[src/rtl/cfgx_pkg.sv]
// Shared types and helpers for the configuration address translator.
// Assumes a 32-bit configuration address and 4 byte lanes.
package cfgx_pkg;

    localparam int CFG_AW   = 32;
    localparam int CFG_BE_W = 4;

    typedef enum logic [1:0] {
        FMT_RAW   = 2'd0,
        FMT_TYPE1 = 2'd1,
        FMT_SLOT  = 2'd2
    } cfg_fmt_e;

    // Byte-lane mask for an access of the given size at the given lane
    function automatic logic [CFG_BE_W-1:0] lane_mask(input logic [1:0] size,
                                                      input logic [1:0] lane);
        logic [CFG_BE_W-1:0] base;
        case (size)
            2'd0:    base = 4'b0001;
            2'd1:    base = 4'b0011;
            default: base = 4'b1111;
        endcase
        return CFG_BE_W'(base << lane);
    endfunction

endpackage

[src/rtl/cfgx_tz_enc.sv]
// Trailing-zero priority encoder: reports the position of the lowest set
// bit of vec, and whether any bit is set. Purely combinational.
module cfgx_tz_enc #(
    parameter int W     = 21,
    localparam int PW   = (W > 1) ? $clog2(W) : 1
) (
    input  logic [W-1:0]  vec,
    output logic [PW-1:0] pos,
    output logic          found
);

    // Scan from the top so the lowest set bit wins the last assignment
    always_comb begin
        pos   = '0;
        found = 1'b0;
        for (int i = W - 1; i >= 0; i--) begin
            if (vec[i]) begin
                pos   = PW'(i);
                found = 1'b1;
            end
        end
    end

    // Reported bit is set and nothing below it is set
    always_comb begin
        if (found) begin
            assert_lowest_wins_R4: assert (vec[pos] &&
                ((vec & ((W'(1) << pos) - W'(1))) == '0));
        end
    end

endmodule

[src/rtl/cfgx_addr_fmt.sv]
// Combines a stored index word with the low bits of a data-window offset.
// Selects one of three index layouts; the slot layout is rebuilt as
// enable / bus 0 / device / function / register. Combinational.
module cfgx_addr_fmt
    import cfgx_pkg::*;
#(
    parameter int OFF_W   = 12,
    parameter int SLOT_LO = 11,
    localparam int SEL_W  = CFG_AW - SLOT_LO,
    localparam int POS_W  = (SEL_W > 1) ? $clog2(SEL_W) : 1
) (
    input  logic [CFG_AW-1:0] idx,
    input  logic [OFF_W-1:0]  off,
    output logic [CFG_AW-1:0] addr,
    output cfg_fmt_e          fmt
);

    logic [POS_W-1:0] sel_pos;
    logic             sel_found;
    logic [4:0]       slot;

    cfgx_tz_enc #(.W(SEL_W)) u_enc (
        .vec   (idx[CFG_AW-1:SLOT_LO]),
        .pos   (sel_pos),
        .found (sel_found)
    );

    // Absolute bit position of the slot select; absent select gives 31
    always_comb begin
        slot = sel_found ? 5'(32'(sel_pos) + SLOT_LO) : 5'h1F;
    end

    // Pick the layout from the index word
    always_comb begin
        if (idx[31])               fmt = FMT_RAW;
        else if (idx[1:0] != 2'b0) fmt = FMT_TYPE1;
        else                       fmt = FMT_SLOT;
    end

    // Form the outgoing address for the chosen layout
    always_comb begin
        case (fmt)
            FMT_RAW:   addr = idx | {30'b0, off[1:0]};
            FMT_TYPE1: addr = {idx[31:3], off[2:0]};
            default:   addr = {1'b1, 15'b0, slot, idx[10:3], off[2:0]};
        endcase
    end

endmodule

[src/rtl/cfgx_irq_swizzle.sv]
// Rotates a device's interrupt pin by its slot number onto one of
// NUM_LINES shared lines, and gives the controller input for that line.
module cfgx_irq_swizzle #(
    parameter int         NUM_LINES = 4,
    parameter logic [7:0] IRQ_BASE  = 8'h1B,
    localparam int        LW        = (NUM_LINES > 1) ? $clog2(NUM_LINES) : 1
) (
    input  logic [7:0]    devfn,
    input  logic [LW-1:0] pin,
    output logic [LW-1:0] line,
    output logic [7:0]    vector
);

    // Line = (pin + slot) mod NUM_LINES; vector offsets from the base
    always_comb begin
        line   = LW'((32'(pin) + 32'(devfn[7:3])) % NUM_LINES);
        vector = IRQ_BASE + 8'(line);
    end

endmodule

[src/rtl/cfgx_translator.sv]
// Top of the configuration address translator. Holds the index word,
// translates each data-window access into a registered request with a
// one-deep valid/ready output stage, and exposes the interrupt swizzle.
// Assumes the index write and data accesses come from the same clock.
module cfgx_translator
    import cfgx_pkg::*;
#(
    parameter int OFF_W   = 12,
    parameter int SLOT_LO = 11
) (
    input  logic                 clk,
    input  logic                 rst_n,
    input  logic                 idx_wr,
    input  logic [CFG_AW-1:0]    idx_wdata,
    input  logic                 acc_valid,
    output logic                 acc_ready,
    input  logic                 acc_write,
    input  logic [OFF_W-1:0]     acc_offset,
    input  logic [1:0]           acc_size,
    output logic                 cfg_valid,
    input  logic                 cfg_ready,
    output logic [CFG_AW-1:0]    cfg_addr,
    output logic [CFG_BE_W-1:0]  cfg_be,
    output logic                 cfg_write,
    input  logic [7:0]           irq_devfn,
    input  logic [1:0]           irq_pin,
    output logic [1:0]           irq_line,
    output logic [7:0]           irq_vector
);

    logic [CFG_AW-1:0] idx_q;
    logic [CFG_AW-1:0] xl_addr;
    cfg_fmt_e          xl_fmt;
    logic              take;

    cfgx_addr_fmt #(.OFF_W(OFF_W), .SLOT_LO(SLOT_LO)) u_fmt (
        .idx  (idx_q),
        .off  (acc_offset),
        .addr (xl_addr),
        .fmt  (xl_fmt)
    );

    cfgx_irq_swizzle #(.NUM_LINES(4), .IRQ_BASE(8'h1B)) u_irq (
        .devfn  (irq_devfn),
        .pin    (irq_pin),
        .line   (irq_line),
        .vector (irq_vector)
    );

    // Output stage may accept when empty or being drained
    always_comb begin
        acc_ready = !cfg_valid || cfg_ready;
        take      = acc_valid && acc_ready;
    end

    // Index register: whole-word replace on write
    always_ff @(posedge clk) begin
        if (!rst_n)      idx_q <= '0;
        else if (idx_wr) idx_q <= idx_wdata;
    end

    // Output stage: load on accept, clear when drained
    always_ff @(posedge clk) begin
        if (!rst_n) begin
            cfg_valid <= 1'b0;
            cfg_addr  <= '0;
            cfg_be    <= '0;
            cfg_write <= 1'b0;
        end else if (take) begin
            cfg_valid <= 1'b1;
            cfg_addr  <= xl_addr;
            cfg_be    <= lane_mask(acc_size, acc_offset[1:0]);
            cfg_write <= acc_write;
        end else if (cfg_ready) begin
            cfg_valid <= 1'b0;
        end
    end

    // Reset empties the output stage
    assert_reset_empty_R1: assert property (@(posedge clk)
        !rst_n |=> !cfg_valid);

    // Accepted access is presented next cycle with its direction
    assert_accept_R8: assert property (@(posedge clk) disable iff (!rst_n)
        take |=> cfg_valid && (cfg_write == $past(acc_write)));

    // Stalled request holds steady
    assert_hold_R9: assert property (@(posedge clk) disable iff (!rst_n)
        cfg_valid && !cfg_ready |=> cfg_valid && $stable(cfg_addr)
                                    && $stable(cfg_be) && $stable(cfg_write));

    // A presented request always enables at least one lane
    assert_lanes_R7: assert property (@(posedge clk) disable iff (!rst_n)
        cfg_valid |-> cfg_be != '0);

    // Slot-layout requests always carry the enable bit and bus zero
    assert_slot_shape_R6: assert property (@(posedge clk) disable iff (!rst_n)
        take && xl_fmt == FMT_SLOT |=> cfg_addr[31] && cfg_addr[30:16] == '0);

endmodule

[config.mk]
export PLATFORM = sky130hd
export DESIGN_NAME = cfgx_translator
export DESIGN_NICKNAME = d
export VERILOG_FILES = /design/src/rtl/cfgx_pkg.sv /design/src/rtl/cfgx_tz_enc.sv /design/src/rtl/cfgx_addr_fmt.sv /design/src/rtl/cfgx_irq_swizzle.sv /design/src/rtl/cfgx_translator.sv
export SDC_FILE = /design/constraint.sdc
export NUM_CORES = 1
export LEC_CHECK = 0
export BUFFER_PORTS_ARGS = -buffer_cell sky130_fd_sc_hd__buf_2
export CORE_UTILIZATION = 40
export DETAILED_ROUTE_END_ITERATION = 8
export GPL_TIMING_DRIVEN = 0
export HOLD_SLACK_MARGIN = 0.08
export PLACE_DENSITY_LB_ADDON = 0.05
export SYNTH_ARGS = -nofsm -noshare
export SYNTH_HDL_FRONTEND = slang
export SYNTH_HIERARCHICAL = 1
export SYNTH_SLANG_ARGS = --single-unit
[constraint.sdc]
create_clock -name clk -period 5.3 [get_ports clk]
set_input_delay 1.59 -clock clk [delete_from_list [all_inputs] [get_ports clk]]
set_output_delay 1.59 -clock clk [all_outputs]
set_load 0.02 [all_outputs]
==> results.tsv, run 1 <==
stage	metric	value	unit
grt	grt_start_max_net_pins	12	
synth	synthFlopType	dfxtp_1	
power	p_clk_share	37.1	%
worst_setup_path	crit_required	3.71	ns
worst_setup_path	critical_path.endpoint_type	output pin	
final_layout	final_common_cell	buf_2	
worst_setup_path	reg2reg_depth	11	
grt	grt_pass1_wl	12600	um
detailed_routing	drcViolationCount	0	
final_layout	fill_cells	825	
synth	syn_avg_cell_area	8.47	sq um
clock_tree	clockBufferDepth	2	
placement	numPortBuffers	88	
sta	rsz0062_at_grt	false	
floorplanning	fp.dieW	92.3	um
floorplanning	die_h	92.3	um
power	swShare	26.8	%
clock_tree	post-cts-setup-buffers	0	
worst_setup_path	crit_type	in2out	
sta	max_slew_margin	64.6	%
detailed_routing	dr.first_iter.drc_count	92	
sta	hold_viol_final	0	
final_layout	layout_common_cells	buf_2, dfxtp_1, nor2_1	
synth	synth_top_family_by_area	simple AND/OR/NAND/NOR gates	
synth	muxShareOfSynthArea	10.5	%
synth	synth.largest_area_cell	dfxtp_1	
synth	syn_area	3260	sq um
power	power_frac_seq	45.1	%
clock_tree	cts_resized	0	
grt	gr-total-overflow	0	
worst_setup_path	regToRegSetupSlack	2.93	ns
grt	busiest_layer	met2	
final_layout	regArea	1400	sq um
clock_tree	h-tree-depth	3	
placement	dp_hpwl	5770	um
synth	seq_area_frac_synth	43.0	%
clock_tree	cts.clk_slew.worst_paths	0.08	ns
clock_tree	cts_buffers	9	
sta	worst_pin_slew	0.518	ns
synth	synth.area.top_cells	dfxtp_1, mux2i_1, a21oi_1	
sta	fin_crit	4.20	ns
sta	finClkSkew	0.00982	ns
power	power_frac_comb	17.8	%
grt	use_met3	4.89	%
sta	final_max_slew_viol_count	0	
power	leakagePower	0.00189	uW
detailed_routing	routed_via_density	4.98	
synth	synth_top_cell_area_share	43.0	%
floorplanning	io_pins	111	
hold_path	min-delay-start	cfg_be[3]$_SDFFE_PN0P_	
final_layout	multi_input_area	1590	sq um
floorplanning	core	7810	sq um
final_layout	area_growth	24.6	%
synth	synthSimpleGateAreaFrac	18.8	%
synth	synth_cells	385	
run_status	status	finished clean	
final_layout	layout-drive-gt1-share	28.1	%
grt	track_usage	18.8	%
worst_setup_path	cp-start-kind	input port	
floorplanning	die_area	8520	sq um
worst_setup_path	crit_fanout	3	
clock_tree	cts_tree	done	
final_layout	antenna_cells	0	
synth	synthAdderAreaFrac	0.767	%
grt	grt_pass1_vias	2603	
detailed_routing	vias	2955	
placement	gp_congestion	0.788	
floorplanning	start_util	41.8	%
sta	hold_ws	0.469	ns
worst_setup_path	r2r_start	idx_q[29]$_SDFFE_PN0P_	
run	drv_cap	0	
synth	ys_seq_elements	70	
synth	yosysWarningCount	6	
clock_tree	worst_skew_pair.late_latency	0.34	ns
synth	ys_types	47	
floorplanning	num_rows	32	
worst_setup_path	crit_arrival	2.61	ns
clock_tree	clockRootBuffer	clkbuf_8	
hold_path	hold_depth	2	
synth	synth_compound_area_share	16.5	%
power	p_int	939	uW
synth	synth_edf_count	0	
clock_tree	cts_sinks	70	
power	ir_drop	0.113	mV
sta	clock.fmax	238	MHz
final_layout	layout.nets	551	
worst_setup_path	reg2reg_to	cfg_addr[15]$_SDFFE_PN0P_	
sta	tns	0	ns
detailed_routing	wl_per_cell	13.3	um
clock_tree	postCtsHoldBufs	0	
detailed_routing	ant_nets	0	
hold_path	hold_class	reg2reg	
sta	min_period_over_period	79.2	%
power	power_switching	344	uW
hold_path	min_to	cfg_be[3]$_SDFFE_PN0P_	
grt	met2_usage	28.5	%
synth	synthArstFlopShare	0	%
grt	antenna_found_initial	0	
synth	synthXorXnorAreaFrac	1.50	%
detailed_routing	first_pass_iters	4	
power	powerDensity	316	nW/um^2
sta	final-setup-viol-count	0	
grt	met1_usage	25.9	%
detailed_routing	wirelength	7890	um
## synthesized netlist by cell type (all sizes together), types with 5 or more instances
master and count:
o21ai 39, buf 32, and2b 5, nor4 6
a21oi 38, mux2i 33, nor2 46, nand2 6
nor2b 14, clkbuf 8, dfxtp 70, nor3 5
inv 12, nand3 35
## layer usage
metal,up-vias,wire length [um]
met3,11,347
met2,71,3460
met5,-,0
met1,1343,3970
met4,0,106
li1,1530,-
## area by class of cell
class	instances	share of cell area, %
flip-flops and latches	70	34.5
clock buffers	11	3.73
well taps	102	3.14
multi-input cells	265	39.1
clock inverters	4	1.73
plain buffers	40	5.67
inverters	13	1.29
repair buffers	88	10.8
## stage by stage
step           cells  utilization (%)  cell area (sq um)  total power [uW]  worst slack, ns
2_1_floorplan    388                -               3270               748             1.13
3_3_place_gp     578             49.2               3840               816             1.13
6_report         593             52.0               4060              1280             1.10
3_5_place_dp     578             49.2               3840               819             1.10
5_1_grt          593             52.0               4060              1350             1.05
4_1_cts          593             52.0               4060              1300             1.09
## power by group through the flow
| stage | combinational, uW | clock [uW] | sequential [uW] |
|---|---|---|---|
| after global placement | 227 | 0 | 590 |
| after floorplan | 148 | 0 | 600 |
| after detailed placement | 229 | 0 | 590 |
| after CTS | 230 | 493 | 578 |
| final | 229 | 476 | 578 |
| after global routing | 253 | 518 | 583 |
## critical path, stage by stage
cell     delay (ns)
buf_2          0.10
ha_1           0.19
xnor3_1        0.40
xnor2_1        0.15
buf_2          0.18
## registers in the layout, summed over array words and instances (netlist names)
name / count
cfg_valid: 1
idx_q: 32
cfg_be: 4
cfg_addr: 32
cfg_write: 1
## worst max path at each step
stage | start | to | slack (ns) | cells after the start
final | irq_devfn[3] | irq_vector[1] | 1.10 | 5
after global routing | irq_devfn[3] | irq_vector[1] | 1.05 | 5
after CTS | irq_devfn[3] | irq_vector[1] | 1.09 | 5
after detailed placement | irq_devfn[3] | irq_vector[1] | 1.10 | 5
after global placement | cfg_ready | acc_ready | 1.13 | 6
after floorplan | irq_devfn[3] | irq_vector[1] | 1.13 | 3
## cells by family (layout without fill, tap and decap cells)
kind of cell | Yosys count | after routing
mux | 34 | 34
flops | 70 | 70
other cells | 2 | 5
buf+inv | 53 | 156
xor+xnor | 4 | 4
fa+ha+maj | 2 | 2
compound gates | 97 | 97
simple gates | 123 | 123
Power figures use the tool's default switching activity.
==> run 2, diff against run 1 <==
Settings changed: ABC_AREA from default to 1.
Clock period 5.3 ns to 3.78 ns, I/O delays scaled along.
==> run 2 against run 1 <==
Compared with the run above:
- via count rose by 5.9%
- clock skew rose by 0.0019 ns
- global-route usage fell by 0.58 points
- combinational power rose by 66%
- hold slack improved by 0.0036 ns
- flip-flop and latch count did not move
- highest routed layer unchanged
- first-iteration DRC count rose by 2.2%
- total power rose by 56%
- register-to-register slack got worse by 1.5 ns
==> results.tsv, run 2 <==
stage	metric	value	unit
placement	placedInstanceArea	3940	sq um
clock_tree	worst_skew_pair.late_latency	0.34	ns
floorplanning	io_pins	111	
synth	synth_cells	489	
synth	synth.area.top_cells	dfxtp_1, nor2_1, o21ai_0	
sta	min_period_over_period	81.3	%
synth	synth_top_cell_area_share	41.8	%
sta	clock.fmax	325	MHz
final_layout	area_growth	25.3	%
grt	track_usage	18.2	%
synth	synth.largest_area_cell	dfxtp_1	
power	powerDensity	476	nW/um^2
synth	syn_area	3360	sq um
synth	synth_common_cells	nor2_1, dfxtp_1, o21ai_0	
final_layout	antenna_cells	0	
sta	hold_viol_final	0	
run_status	status	finished clean	
final_layout	reg_top3	cfg_addr (32), idx_q (32), cfg_be (4)	
synth	synth_edf_count	0	
floorplanning	die_area	8760	sq um
worst_setup_path	crit_family	buffers and inverters	
detailed_routing	drcViolationCount	0	
synth	ys_seq_elements	70	
grt	grt_pass1_vias	2712	
worst_setup_path	critical_path.endpoint_type	output pin	
floorplanning	num_rows	33	
floorplanning	fp.dieW	93.6	um
synth	yosysWarningCount	6	
sta	worst_pin_slew	0.536	ns
grt	grt_pass1_wl	12300	um
sta	fin_crit	3.07	ns
floorplanning	start_util	41.0	%
clock_tree	cts_tree	done	
detailed_routing	first_pass_iters	4	
worst_setup_path	crit_type	in2out	
placement	gp_congestion	0.850	
clock_tree	postCtsHoldBufs	0	
clock_tree	cts_resized	0	
synth	syn_avg_cell_area	6.86	sq um
synth	ys_types	31	
final_layout	final_common_cell	nor2_1	
run	drv_cap	0	
floorplanning	die_h	93.6	um
detailed_routing	dr.first_iter.drc_count	94	
clock_tree	cts_buffers	9	
clock_tree	post-cts-setup-buffers	0	
final_layout	design_area	4210	sq um
clock_tree	clockBufferDepth	2	
floorplanning	core	8180	sq um
sta	setup_ws	0.705	ns
power	ir_drop	0.165	mV
sta	rsz0062_at_grt	false	
sta	final-setup-viol-count	0	
worst_setup_path	cpMostUsedCell	buf_2	
final_layout	layout.nets	656	
synth	seq_area_frac_synth	41.8	%
worst_setup_path	crit_fanout	3	
worst_setup_path	crit_required	2.65	ns
detailed_routing	ant_nets	0	
final_layout	layout-drive-gt1-share	26.0	%
worst_setup_path	max_stage_delay	0.31	ns
detailed_routing	routed_via_density	4.46	
sta	finClkSkew	0.0117	ns
clock_tree	cts_sinks	70	
grt	gr-total-overflow	0	
power	leakagePower	0.00212	uW
detailed_routing	vias	3129	
synth	synthArstFlopShare	0	%
synth	synth_most_common_cell	nor2_1	
worst_setup_path	critPathSlowestCell	ha_1	
grt	grt_start_max_net_pins	13	
sta	final_max_slew_viol_count	0	
synth	synthFlopType	dfxtp_1	
final_layout	layout_common_cells	nor2_1, buf_2, dfxtp_1	
sta	max_slew_margin	64.3	%
worst_setup_path	cp-start-kind	input port	
worst_setup_path	worstPathBufferInverterCount	3	
hold_path	hold_class	reg2reg	
placement	numPortBuffers	89	
sta	hold_ws	0.472	ns
worst_setup_path	crit_arrival	1.94	ns
worst_setup_path	crit_path_cell_trace	buf_2 > ha_1 > inv_1 > nand3_2 > nand2_2 > buf_2	
placement	dp_hpwl	5580	um
detailed_routing	wl_per_cell	10.8	um
final_layout	fin_util	51.4	%
grt	antenna_found_initial	0	
placement	pre_cts_ws	0.706	ns
sta	tns	0	ns
clock_tree	cts.clk_slew.worst_paths	0.07	ns
clock_tree	clockRootBuffer	clkbuf_8	
clock_tree	h-tree-depth	3	
detailed_routing	wirelength	7590	um
-- run 2: changes by cell type in the layout (fill, tap and decap cells not counted), moves of 8 or more --
cell | previous run | this run
a21oi_1 | 38 | 8
nand3_1 | 35 | 14
inv_1 | 10 | 55
nor2_4 | 0 | 9
o21ai_1 | 28 | 11
nand2_2 | 0 | 8
nand2_1 | 6 | 39
buf_2 | 101 | 89
nor2_1 | 46 | 158
mux2i_1 | 33 | 0
nor2b_1 | 14 | 0
o21ai_0 | 10 | 57
-- run 2: layout make-up --
cell class / instances / area [sq um]
clock buffer: 10 / 128
inverter: 60 / 225
tap: 105 / 131
fill: 896 / 3970
clock inverter: 6 / 134
sequential: 70 / 1400
multi-input combinational: 328 / 1520
buffer: 34 / 221
timing repair buffer: 89 / 445
-- run 2: worst paths after layout --
| kind | start | end | slack, ns | cells past startpoint |
|---|---|---|---|---|
| setup / recovery | irq_devfn[3] | irq_vector[1] | 0.71 | 6 |
| hold / removal | cfg_be[0]$_SDFFE_PN0P_ | cfg_be[0]$_SDFFE_PN0P_ | 0.47 | 2 |
| setup reg to reg | idx_q[30]$_SDFFE_PN0P_ | cfg_addr[15]$_SDFFE_PN0P_ | 1.39 | 28 |
| hold reg to reg | cfg_be[0]$_SDFFE_PN0P_ | cfg_be[0]$_SDFFE_PN0P_ | 0.47 | 2 |
-- run 2: worst register-to-register path: cells and delay by family (launching register included) --
kind | cells | cell delay (ns)
AO/OA/AOI/OAI | 2 | 0.32
adder cells (fa/ha/maj) | 1 | 0.22
buffers and inverters | 3 | 0.17
flip-flops | 1 | 0.38
AND/OR/NAND/NOR | 22 | 1.19
-- run 2: per-layer routing --
layer	share of wire, %	vias to the layer above	global-route usage (%)
met3	4.8	9	4.55
li1	-	1697	-
met2	46	66	29.6
met5	0	-	0
met4	1.3	0	5.77
met1	48	1357	23.6
-- run 2: cells by family (layout without fill, tap and decap cells) --
family	after synthesis	count (layout)	synth area share [%]
compound gates	84	84	13.5
flops	70	70	41.8
simple gates	236	236	30.2
other cells	2	5	0.224
xor+xnor	1	1	0.261
fa+ha+maj	2	2	0.746
buf+inv	94	199	13.3
-- run 2: stage by stage --
stage               std cells  total power (uW)
finish                    702              2000
global route              702              2110
CTS                       702              2020
detailed placement        686              1230
global placement          686              1220
floorplan                 492              1110
-- run 2: report_power, final --
part           internal [uW]  switching, uW
clock network            506            288
logic                    146            233
registers                792           35.1
total                   1440            556
